[config.mk]
export PLATFORM = sky130hd
export DESIGN_NAME = gpio_pad_ctrl
export DESIGN_NICKNAME = d
export VERILOG_FILES = /design/src/rtl/gpad_pkg.sv /design/src/rtl/gpad_sync.sv /design/src/rtl/gpad_pin.sv /design/src/rtl/gpad_hold.sv /design/src/rtl/gpio_pad_ctrl.sv
export SDC_FILE = /design/constraint.sdc
export NUM_CORES = 1
export LEC_CHECK = 0
export BUFFER_PORTS_ARGS = -buffer_cell sky130_fd_sc_hd__buf_2
export CAP_MARGIN = 20
export CORE_MARGIN = 3
export CORE_UTILIZATION = 42
export CTS_BUF_LIST = sky130_fd_sc_hd__clkbuf_16
export DETAILED_ROUTE_END_ITERATION = 8
export PLACE_DENSITY = 0.77
export SLEW_MARGIN = 25
export SYNTH_ARGS = -nofsm -noshare
export SYNTH_HDL_FRONTEND = slang
export SYNTH_SLANG_ARGS = --single-unit
[constraint.sdc]
create_clock -name clk -period 1.6 [get_ports clk]
set_clock_uncertainty 0.2 [all_clocks]
set_input_delay 0 -clock clk [delete_from_list [all_inputs] [get_ports clk]]
set_output_delay 0 -clock clk [all_outputs]
set_load 0.01 [all_outputs]
[src/rtl/gpad_pkg.sv]
package gpad_pkg;
   localparam int REG_W = 32;

   // bias code values
   typedef enum logic [1:0] {
      BIAS_NONE = 2'd0,
      BIAS_DOWN = 2'd1,
      BIAS_KEEP = 2'd2,
      BIAS_UP   = 2'd3
   } bias_e;

   function automatic logic [REG_W-1:0] field_mask(input int lsb, input int width);
      logic [REG_W-1:0] m;
      m = '0;
      for (int i = 0; i < width; i++) m[lsb+i] = 1'b1;
      return m;
   endfunction

   function automatic logic [4:0] drive_to_ma(input logic [2:0] code);
      return ({2'b00, code} + 5'd1) << 1;
   endfunction
endpackage

[src/rtl/gpad_sync.sv]
module gpad_sync #(
   parameter int STAGES = 2
) (
   input  logic clk,
   input  logic rst_n,
   input  logic d,
   output logic q
);
   logic [STAGES-1:0] chain;

   if (STAGES < 2) begin : g_bad_stages
      $error("gpad_sync needs at least two stages");
   end

   always_ff @(posedge clk or negedge rst_n) begin
      if (!rst_n) chain <= '0;
      else        chain <= {chain[STAGES-2:0], d};
   end
   assign q = chain[STAGES-1];

   // checker-only: counts cycles since reset so the history window is valid
   logic [1:0] since_rst;
   always_ff @(posedge clk or negedge rst_n) begin
      if (!rst_n)               since_rst <= '0;
      else if (since_rst != 2'd2) since_rst <= since_rst + 2'd1;
   end


   sync_latency_chk: assert property (@(posedge clk) disable iff (!rst_n)
      (STAGES == 2 && since_rst == 2'd2) |-> (q == $past(d, 2)));
endmodule

[src/rtl/gpad_pin.sv]
module gpad_pin
   import gpad_pkg::*;
#(
   parameter bit HAS_KEEPER = 1'b1,
   parameter int FSEL_LSB   = 2,
   parameter int BIAS_LSB   = 0,
   parameter int DRV_LSB    = 6,
   parameter int OE_BIT     = 9,
   parameter int OUT_BIT    = 1,
   parameter int IN_BIT     = 0
) (
   input  logic             clk,
   input  logic             rst_n,
   input  logic             setup_we,
   input  logic             data_we,
   input  logic [REG_W-1:0] wmask,
   input  logic [REG_W-1:0] wdata,
   input  logic             pad_in,
   output logic [REG_W-1:0] setup_img,
   output logic [REG_W-1:0] data_img,
   output logic             pad_out,
   output logic             pad_oe,
   output logic             pad_pu,
   output logic             pad_pd,
   output logic             pad_keep,
   output logic [2:0]       pad_drv,
   output logic [4:0]       pad_ma,
   output logic [2:0]       pad_fsel
);
   localparam logic [REG_W-1:0] BIAS_M = field_mask(BIAS_LSB, 2);
   localparam logic [REG_W-1:0] FSEL_M = field_mask(FSEL_LSB, 3);
   localparam logic [REG_W-1:0] DRV_M  = field_mask(DRV_LSB, 3);
   localparam logic [REG_W-1:0] OE_M   = field_mask(OE_BIT, 1);

   if (((BIAS_M & FSEL_M) | (BIAS_M & DRV_M) | (BIAS_M & OE_M) |
        (FSEL_M & DRV_M) | (FSEL_M & OE_M) | (DRV_M & OE_M)) != '0) begin : g_overlap
      $error("gpad_pin setup fields overlap");
   end
   if (FSEL_LSB < 0 || FSEL_LSB > REG_W-3) begin : g_fsel_range
      $error("gpad_pin function field outside register");
   end
   if (OUT_BIT == IN_BIT) begin : g_data_bits
      $error("gpad_pin data bits collide");
   end

   bias_e      bias_q;
   logic [2:0] fsel_q;
   logic [2:0] drv_q;
   logic       oe_q;
   logic       out_q;
   logic       in_sync;

   // merged write value; only the field slices below are consumed
   logic [REG_W-1:0] setup_next;
   always_comb begin
      setup_next = (setup_img & ~wmask) | (wdata & wmask);
   end

   always_ff @(posedge clk or negedge rst_n) begin
      if (!rst_n) begin
         bias_q <= BIAS_DOWN;
         fsel_q <= '0;
         drv_q  <= '0;
         oe_q   <= 1'b0;
      end else if (setup_we) begin
         bias_q <= bias_e'(setup_next[BIAS_LSB +: 2]);
         fsel_q <= setup_next[FSEL_LSB +: 3];
         drv_q  <= setup_next[DRV_LSB +: 3];
         oe_q   <= setup_next[OE_BIT];
      end
   end

   always_ff @(posedge clk or negedge rst_n) begin
      if (!rst_n)                      out_q <= 1'b0;
      else if (data_we && wmask[OUT_BIT]) out_q <= wdata[OUT_BIT];
   end

   gpad_sync #(.STAGES(2)) u_sync (
      .clk   (clk),
      .rst_n (rst_n),
      .d     (pad_in),
      .q     (in_sync)
   );

   always_comb begin
      setup_img                   = '0;
      setup_img[BIAS_LSB +: 2]    = bias_q;
      setup_img[FSEL_LSB +: 3]    = fsel_q;
      setup_img[DRV_LSB +: 3]     = drv_q;
      setup_img[OE_BIT]           = oe_q;
      data_img                    = '0;
      data_img[OUT_BIT]           = out_q;
      data_img[IN_BIT]            = in_sync;
   end

   // bias decode: variant chosen at build time
   if (HAS_KEEPER) begin : g_keeper
      always_comb begin
         pad_pd   = (bias_q == BIAS_DOWN);
         pad_keep = (bias_q == BIAS_KEEP);
         pad_pu   = (bias_q == BIAS_UP);
      end
   end else begin : g_no_keeper
      always_comb begin
         pad_pd   = (bias_q == BIAS_DOWN);
         pad_keep = 1'b0;
         pad_pu   = (bias_q == BIAS_KEEP) || (bias_q == BIAS_UP);
      end
   end

   assign pad_oe   = oe_q;
   assign pad_out  = oe_q & out_q;
   assign pad_drv  = drv_q;
   assign pad_ma   = drive_to_ma(drv_q);
   assign pad_fsel = fsel_q;


   bias_onehot_chk: assert property (@(posedge clk) disable iff (!rst_n)
      $onehot0({pad_pu, pad_pd, pad_keep}));


   oe_follows_write_chk: assert property (@(posedge clk) disable iff (!rst_n)
      (setup_we && wmask[OE_BIT]) |=> (pad_oe == $past(wdata[OE_BIT])));


   out_gated_chk: assert property (@(posedge clk) disable iff (!rst_n)
      (!pad_oe) |-> (pad_out == 1'b0));


   drive_range_chk: assert property (@(posedge clk) disable iff (!rst_n)
      (pad_ma >= 5'd2) && (pad_ma <= 5'd16) && !pad_ma[0]);
endmodule

[src/rtl/gpad_hold.sv]
module gpad_hold (
   input  logic clk,
   input  logic rst_n,
   input  logic we,
   input  logic strb0,
   input  logic bit0,
   output logic hold
);
   always_ff @(posedge clk or negedge rst_n) begin
      if (!rst_n)          hold <= 1'b1;
      else if (we && strb0) hold <= bit0;
   end


   hold_release_chk: assert property (@(posedge clk) disable iff (!rst_n)
      (we && strb0 && !bit0) |=> !hold);


   hold_keep_chk: assert property (@(posedge clk) disable iff (!rst_n)
      !(we && strb0) |=> $stable(hold));
endmodule

[src/rtl/gpio_pad_ctrl.sv]
module gpio_pad_ctrl
   import gpad_pkg::*;
#(
   parameter int          NUM_PINS   = 4,
   parameter int          ADDR_W     = 12,
   parameter bit          HAS_KEEPER = 1'b1,
   parameter int          FSEL_LSB   = 2,
   parameter logic [11:0] HOLD_OFFS  = 12'h820
) (
   input  logic                  clk,
   input  logic                  rst_n,
   input  logic [ADDR_W-1:0]     addr,
   input  logic                  wr_en,
   input  logic [REG_W-1:0]      wdata,
   input  logic [REG_W/8-1:0]    wstrb,
   input  logic                  rd_en,
   output logic [REG_W-1:0]      rdata,
   input  logic [NUM_PINS-1:0]   pad_in,
   output logic [NUM_PINS-1:0]   pad_out,
   output logic [NUM_PINS-1:0]   pad_oe,
   output logic [NUM_PINS-1:0]   pad_pu,
   output logic [NUM_PINS-1:0]   pad_pd,
   output logic [NUM_PINS-1:0]   pad_keep,
   output logic [3*NUM_PINS-1:0] pad_drv,
   output logic [5*NUM_PINS-1:0] pad_ma,
   output logic [3*NUM_PINS-1:0] pad_fsel,
   output logic                  power_hold
);
   localparam int STRB_W = REG_W / 8;
   localparam int WORD_W = ADDR_W - 2;
   localparam int SLOT_W = WORD_W - 1;
   localparam logic [WORD_W-1:0] HOLD_WORD = WORD_W'(HOLD_OFFS >> 2);

   if (NUM_PINS < 1 || NUM_PINS > (1 << SLOT_W)) begin : g_pins_range
      $error("gpio_pad_ctrl pin count does not fit address space");
   end
   if (ADDR_W < 12) begin : g_addr_range
      $error("gpio_pad_ctrl address too narrow for hold register");
   end
   if (HOLD_OFFS[1:0] != 2'b00) begin : g_hold_align
      $error("gpio_pad_ctrl hold offset must be word aligned");
   end

   // byte strobes to bit mask
   logic [REG_W-1:0] wmask;
   for (genvar b = 0; b < STRB_W; b++) begin : g_mask
      assign wmask[8*b +: 8] = {8{wstrb[b]}};
   end

   // decode
   logic [WORD_W-1:0] word;
   logic [SLOT_W-1:0] slot;
   logic              is_data;
   logic              pin_hit;
   logic              hold_hit;
   assign word     = addr[ADDR_W-1:2];
   assign slot     = word[WORD_W-1:1];
   assign is_data  = word[0];
   assign hold_hit = (word == HOLD_WORD);
   assign pin_hit  = ({1'b0, slot} < (SLOT_W+1)'(NUM_PINS)) && !hold_hit;

   logic [REG_W-1:0] setup_img [NUM_PINS];
   logic [REG_W-1:0] data_img  [NUM_PINS];

   for (genvar p = 0; p < NUM_PINS; p++) begin : g_pin
      logic sel;
      assign sel = pin_hit && (slot == SLOT_W'(p));

      gpad_pin #(
         .HAS_KEEPER (HAS_KEEPER),
         .FSEL_LSB   (FSEL_LSB)
      ) u_pin (
         .clk       (clk),
         .rst_n     (rst_n),
         .setup_we  (wr_en && sel && !is_data),
         .data_we   (wr_en && sel && is_data),
         .wmask     (wmask),
         .wdata     (wdata),
         .pad_in    (pad_in[p]),
         .setup_img (setup_img[p]),
         .data_img  (data_img[p]),
         .pad_out   (pad_out[p]),
         .pad_oe    (pad_oe[p]),
         .pad_pu    (pad_pu[p]),
         .pad_pd    (pad_pd[p]),
         .pad_keep  (pad_keep[p]),
         .pad_drv   (pad_drv[3*p +: 3]),
         .pad_ma    (pad_ma[5*p +: 5]),
         .pad_fsel  (pad_fsel[3*p +: 3])
      );
   end

   gpad_hold u_hold (
      .clk   (clk),
      .rst_n (rst_n),
      .we    (wr_en && hold_hit),
      .strb0 (wstrb[0]),
      .bit0  (wdata[0]),
      .hold  (power_hold)
   );

   // read mux, registered
   logic [REG_W-1:0] rd_sel;
   always_comb begin
      rd_sel = '0;
      if (hold_hit) begin
         rd_sel[0] = power_hold;
      end else if (pin_hit) begin
         for (int p = 0; p < NUM_PINS; p++) begin
            if (slot == SLOT_W'(p)) rd_sel = is_data ? data_img[p] : setup_img[p];
         end
      end
   end

   always_ff @(posedge clk or negedge rst_n) begin
      if (!rst_n)     rdata <= '0;
      else if (rd_en) rdata <= rd_sel;
   end


   unmapped_read_chk: assert property (@(posedge clk) disable iff (!rst_n)
      (rd_en && !pin_hit && !hold_hit) |=> (rdata == '0));


   rdata_stable_chk: assert property (@(posedge clk) disable iff (!rst_n)
      !rd_en |=> $stable(rdata));
endmodule

# --- After elaboration in Yosys (flattened, before gate mapping) ---
# Index checks and enable logic that the tools add are counted.
word_totals:
  out_inout_bits: 97
  register_bits: 81
  in_bits: 56
  wordCells: 98
classes:
  n_eq_ne: 16
  n_bitwise: 14
  add_sub_neg: 4
  order_cmp: 1
  muxes: 11
  reduce_logical: 26
op_table:
  columns: ["operator", "count"]
  rows:
  - ["2-to-1 mux 32 bit", 4]
  - ["AND 10 bit", 5]
  - ["2-to-1 mux 10 bit", 5]
  - ["OR 10 bit", 4]
  - ["2-to-1 mux 31 bit", 1]
  - ["logical AND 1 bit", 23]
  - ["equality test 9 x 2 -> 1 bit, second input constant", 2]
  - ["adder 3 x 1 -> 4 bit, second input constant", 4]
  - ["equality test 2 bit, second input constant", 8]
  - ["equality test 10 bit, second input constant", 1]
  - ["inverter 10 bit", 1]
  - ["equality test 9 x 1 -> 1 bit, second input constant", 1]
  - ["logical NOT 9 bit", 1]
  - ["< comparator 9 x 3 -> 1 bit, second input constant", 1]
  - ["equality test 2 x 1 -> 1 bit, second input constant", 4]
  - ["AND 1 bit", 4]
  - ["logical NOT 1 bit", 2]
  - ["2-to-1 mux 1 bit", 1]

# --- Logic depth before layout (Yosys ltp) ---
logic_depth:
  depth_word: 7
  mapped_depth: 6

# --- Hierarchy ---
# From an unflattened synthesis, not the netlist that was laid out.
hier_totals:
  hier_cells: 670
  area_unflattened_um2: 7308.3
modules_own_cells:
  columns: ["mod", "cells_per_inst", "n_inst", "area_per_inst_um2"]
  rows:
  - ["gpad_pin", 103, 4, 979.7]
  - ["gpio_pad_ctrl", 247, 1, 3144.3]
  - ["gpad_sync", 2, 4, 50.0]
  - ["gpad_hold", 3, 1, 45.0]

# --- Worst setup path after synthesis ---
# Ideal clock, no wire load.
synth_timing:
  kind: "input port to flip-flop"
  from: "input addr[6]"
  to: "register g_pin[0].u_pin.out_q"
  t_arrival_ns: 1.541
  path_buffers: 0
  cell_stages: 4
  setup_slack_ns: -0.269
  setup_ns: 0.128
  path_cell_list: "or4_4 or4b_4 nor3_2 mux2_1"
synth_between:
  elab_chain_len: 7
  word_cells_on_any_way: 9
  cone_classes: "order compare (1); eq/ne (1); reduce/logical (7)"
synth_lines:
  columns: ["element", "line_no", "source"]
  rows:
  - ["from (decl)", "gpio_pad_ctrl.sv:12", "input logic [ADDR_W-1:0] addr,"]
  - ["branches (longest 3 deep; another with < comparator 9 x 3 -> 1 bit)", null, null]
  - ["logical AND 1 bit (*)", "gpio_pad_ctrl.sv:67", "assign sel = pin_hit && (slot == SLOT_W'(p));"]
  - ["logical AND 1 bit (*) (2 in series)", "gpio_pad_ctrl.sv:76", ".data_we (wr_en && sel && is_data),"]
  - ["logical AND 1 bit (*)", "gpad_pin.sv:75", "else if (data_we && wmask[OUT_BIT]) out_q <= wdata[OUT_BIT];"]
  - ["to (signal assigned)", "gpad_pin.sv:75", null]
  - ["to (decl)", "gpad_pin.sv:50", "logic out_q;"]
# Mark *: on every way between the ends.
# A chain may end at the register's enable or synchronous reset.

# --- Final worst setup path ---
# Same ends and word-level chain as after synthesis.

==> metrics.md <==
| Metric | Value |
|---|---|
| Outcome | finished with violations |
| Failing checks | setup timing |
| Yosys Warn Count | 0 |
| Leak | 2.296 nW |
| Die area | 8608 µm² |
| Ratio of cells with drive above 1 in the final layout | 52.58% |
| Worst setup margin | -0.1542 ns |
| Max Clock Freq | approximately 0.57 GHz |
| Worst skew pair latency | between 0.3 and 0.4 ns |
| # rows | 31 |
| Ys flop type | dfrtp_1 |
| Commonest non-fill, non-tap cells in the layout | buf_2 (96), dfrtp_1 (53), mux2_2 (37) |
| Fin area | 4253 µm² |
| Clock share of power | 52.2% |
| WP data required | 1.60 ns |
| Number of remaining DRC errors | 0 |
| Gate power share | 7.8% |
| Startpoint types | input port |
| Crit. End Element | flip-flop |
| Final min period | 1.754 ns |
| Crit Path Class | in2reg |
| Sw Ratio | 21.21% |
| Clock buffer depth | 2 |
| Met3 GRT Util | 4.143% |
| Final Hold Violating Endpoints | 0 |
| Seq/Total Area, Yosys | 46.08% |
| Ys async rst share | 100.0% |
| First-pass DRT Iterations | 4 |
| Die W | 92.78 µm |
| Fill cells | 611 |
| Tcrit/Tclk final | 109.6% |
| Wire per inst | 15.31 µm |
| Seq pwr share | 39.9% |
| Area of the core | 7292 µm² |
| Routed via count | between 2000 and 2500 |
| Met1 GRT Util | 23.03% |
| Die Y | between 90 and 100 µm |
| Vias in the first global route | around 2300 |
| Inserted Clock Buffers | 9 |
| GR peak layer | met2 |
| DR vias/cell | 4.789 |
| Inst Count DP | 452 |
| Unrepaired setup endpoints after global routing | true |
| Power Dens Cells | a little under 900 nW/µm² |
| Starting Density | ~43% |
| Setup TNS Final | -1.517 ns |
| Layout Nets | 443 |
| WL final | 7454 µm |
| Clock Tree Root | clkbuf_16 |
| Most common cell after layout, fill and taps aside | buf_2 |
| GR Util met2 | 29.15% |
| Finished Core Util | about three fifths |
| TritonCTS clock tree | done |
| Min-Delay Path Class | in2reg |
| Syn-to-layout area delta | 34.45% |
| Flops & latches, synth | 58 |
| Non-filler cells, final | 487 |
| Top Ports | 153 |
| Cell Area, Synth | 3163 µm² |
| Post-Syn Instances | 262 |
| Sw Pwr | 798.5 µW |
| RePlAce Congestion | 0.7919 |
| Total GRT Usage | 17.61% |
| Number of antenna diodes | 0 |
| Largest net degree at the start of global routing | 31 |
| Post-synth EDFFs | 0 |
| Final setup vio count | 19 |
| Max IR drop VDD | 0.6423 mV |
| Clock H-tree levels | 3 |
| I/O Buffers | 98 |
| Netlist cell types | 39 |
| Worst-path maximum fanout | 4 |
| Critical Path AT | 1.75 ns |
| Internal Power | 2.966 mW |
| First-pass GRT wire length | around 12000 µm |
| Grt ovf | 0 |
| Clock-pin transition on the worst setup and hold timing paths | 0.05 ns |
| Initial drt markers | 91 |
| CTS Sinks | a little under 60 |
| Mean Syn Cell Area | 12.07 µm² |
| Max-slew violations | 0 |
| Post-DP Area | 3682 µm² |
| DP HPWL | 5480 µm |
| Max-cap viol count | 0 |
| Routed Antenna Nets | 0 |
| Initial antenna violation count | 0 |
[synth_stat cells, types with 2 or more instances]
cell type,instances,area [µm²]
mux2i_1,2,20.02
xor2_1,4,35.03
nor2b_1,10,62.56
and3_1,4,25.02
mux2_2,38,427.9
dfstp_2,5,131.4
nor2_1,10,37.54
nand2_1,2,7.510
inv_1,18,67.56
mux4_2,10,225.2
mux2_1,4,45.04
nand2b_1,3,18.77
nor4_1,2,12.51
nand4_1,2,12.51
and2_1,9,56.30
ha_1,4,50.05
buf_4,47,352.8
o22ai_1,7,43.79
nand3_1,2,10.01
nor3_1,4,20.02
clkbuf_1,4,15.01
nand3b_2,2,22.52
dfrtp_1,53,1326
[path summary, 6_finish.rpt]
check / from / to / slack (ns) / cells past startpoint
min in group asynchronous: rst_n / async pin / 0.11 / 2
worst max register to register: g_pin[3].u_pin.u_sync.chain[1]$_DFF_PN0_ / rdata[0]$_DFFE_PN0P_ / -0.06 / 4
worst min register to register: g_pin[1].u_pin.u_sync.chain[0]$_DFF_PN0_ / g_pin[1].u_pin.u_sync.chain[1]$_DFF_PN0_ / 0.15 / 0
max in group asynchronous: rst_n / g_pin[3].u_pin.u_sync.chain[1]$_DFF_PN0_ / 0.17 / 3
worst min-delay path: addr[5] / rdata[1]$_DFFE_PN0P_ / 0.04 / 6
worst max-delay path: addr[6] / g_pin[0].u_pin.out_q$_DFFE_PN0P_ / -0.15 / 5
[worst max-delay path: stages]
cell and delay (ns):
buf_6 0.09, or4_4 0.57, or4b_4 0.64, nor3_4 0.15, mux2_4 0.31
[repair_timing]
| action | 4_1_cts | 5_1_grt |
|---|---|---|
| hold endpoints to repair | 112 | 0 |
| pin swaps | 4 | 3 |
| hold buffers | 18 | 0 |
| gates cloned | 0 | 0 |
| gates resized for setup | 8 | 8 |
| endpoints found under the setup margin | 32 | 24 |
| buffers inserted | 0 | 1 |
[area by class of cell]
class                      instances  area (µm²)  share of cell area (%)
multi-input combinational        159        1428                   33.57
inverter                          18       67.56                   1.589
sequential                        58        1458                   34.27
clock inverter                     7       85.08                   2.001
timing repair buffer             137       865.8                   20.36
clock buffer                       9       225.2                   5.296
tap                               99       123.9                   2.913
[cells by family after synthesis]
| logic type | share of synthesized area (%) |
|---|---|
| simple gates | 11.67 |
| mux | 22.71 |
| compound gates | 2.690 |
| other cells | 0.1186 |
| fa+ha+maj | 1.582 |
| buf+inv | 14.04 |
| flops | 46.08 |
| xor+xnor | 1.107 |
[layer usage]
layer,vias up,part of all wire [%]
met5,-,0
met4,0,0.85
met3,7,6.7
met2,101,49
met1,1142,43
li1,1082,-
[metrics by stage]
stage | setup WS, ns | power (mW) | hold slack (ns)
detailed placement | -0.4661 | 1.773 | -0.2550
global placement | -0.4257 | 1.767 | -0.2565
CTS | -0.1256 | 3.783 | 0.02063
finish | -0.1542 | 3.764 | 0.04208
floorplan | -0.2688 | 1.685 | -0.4956
global route | -0.1777 | 3.893 | 0.08194
[power by group through the flow]
stage          clock network [mW]  logic (mW)  registers (mW)
2_1_floorplan                   0       0.158            1.53
3_3_place_gp                    0       0.242            1.53
3_5_place_dp                    0       0.247            1.53
4_1_cts                      1.99       0.288            1.50
5_1_grt                      2.07       0.324            1.50
6_report                     1.97       0.295            1.50
No activity file was read; power rests on OpenSTA's default activity.
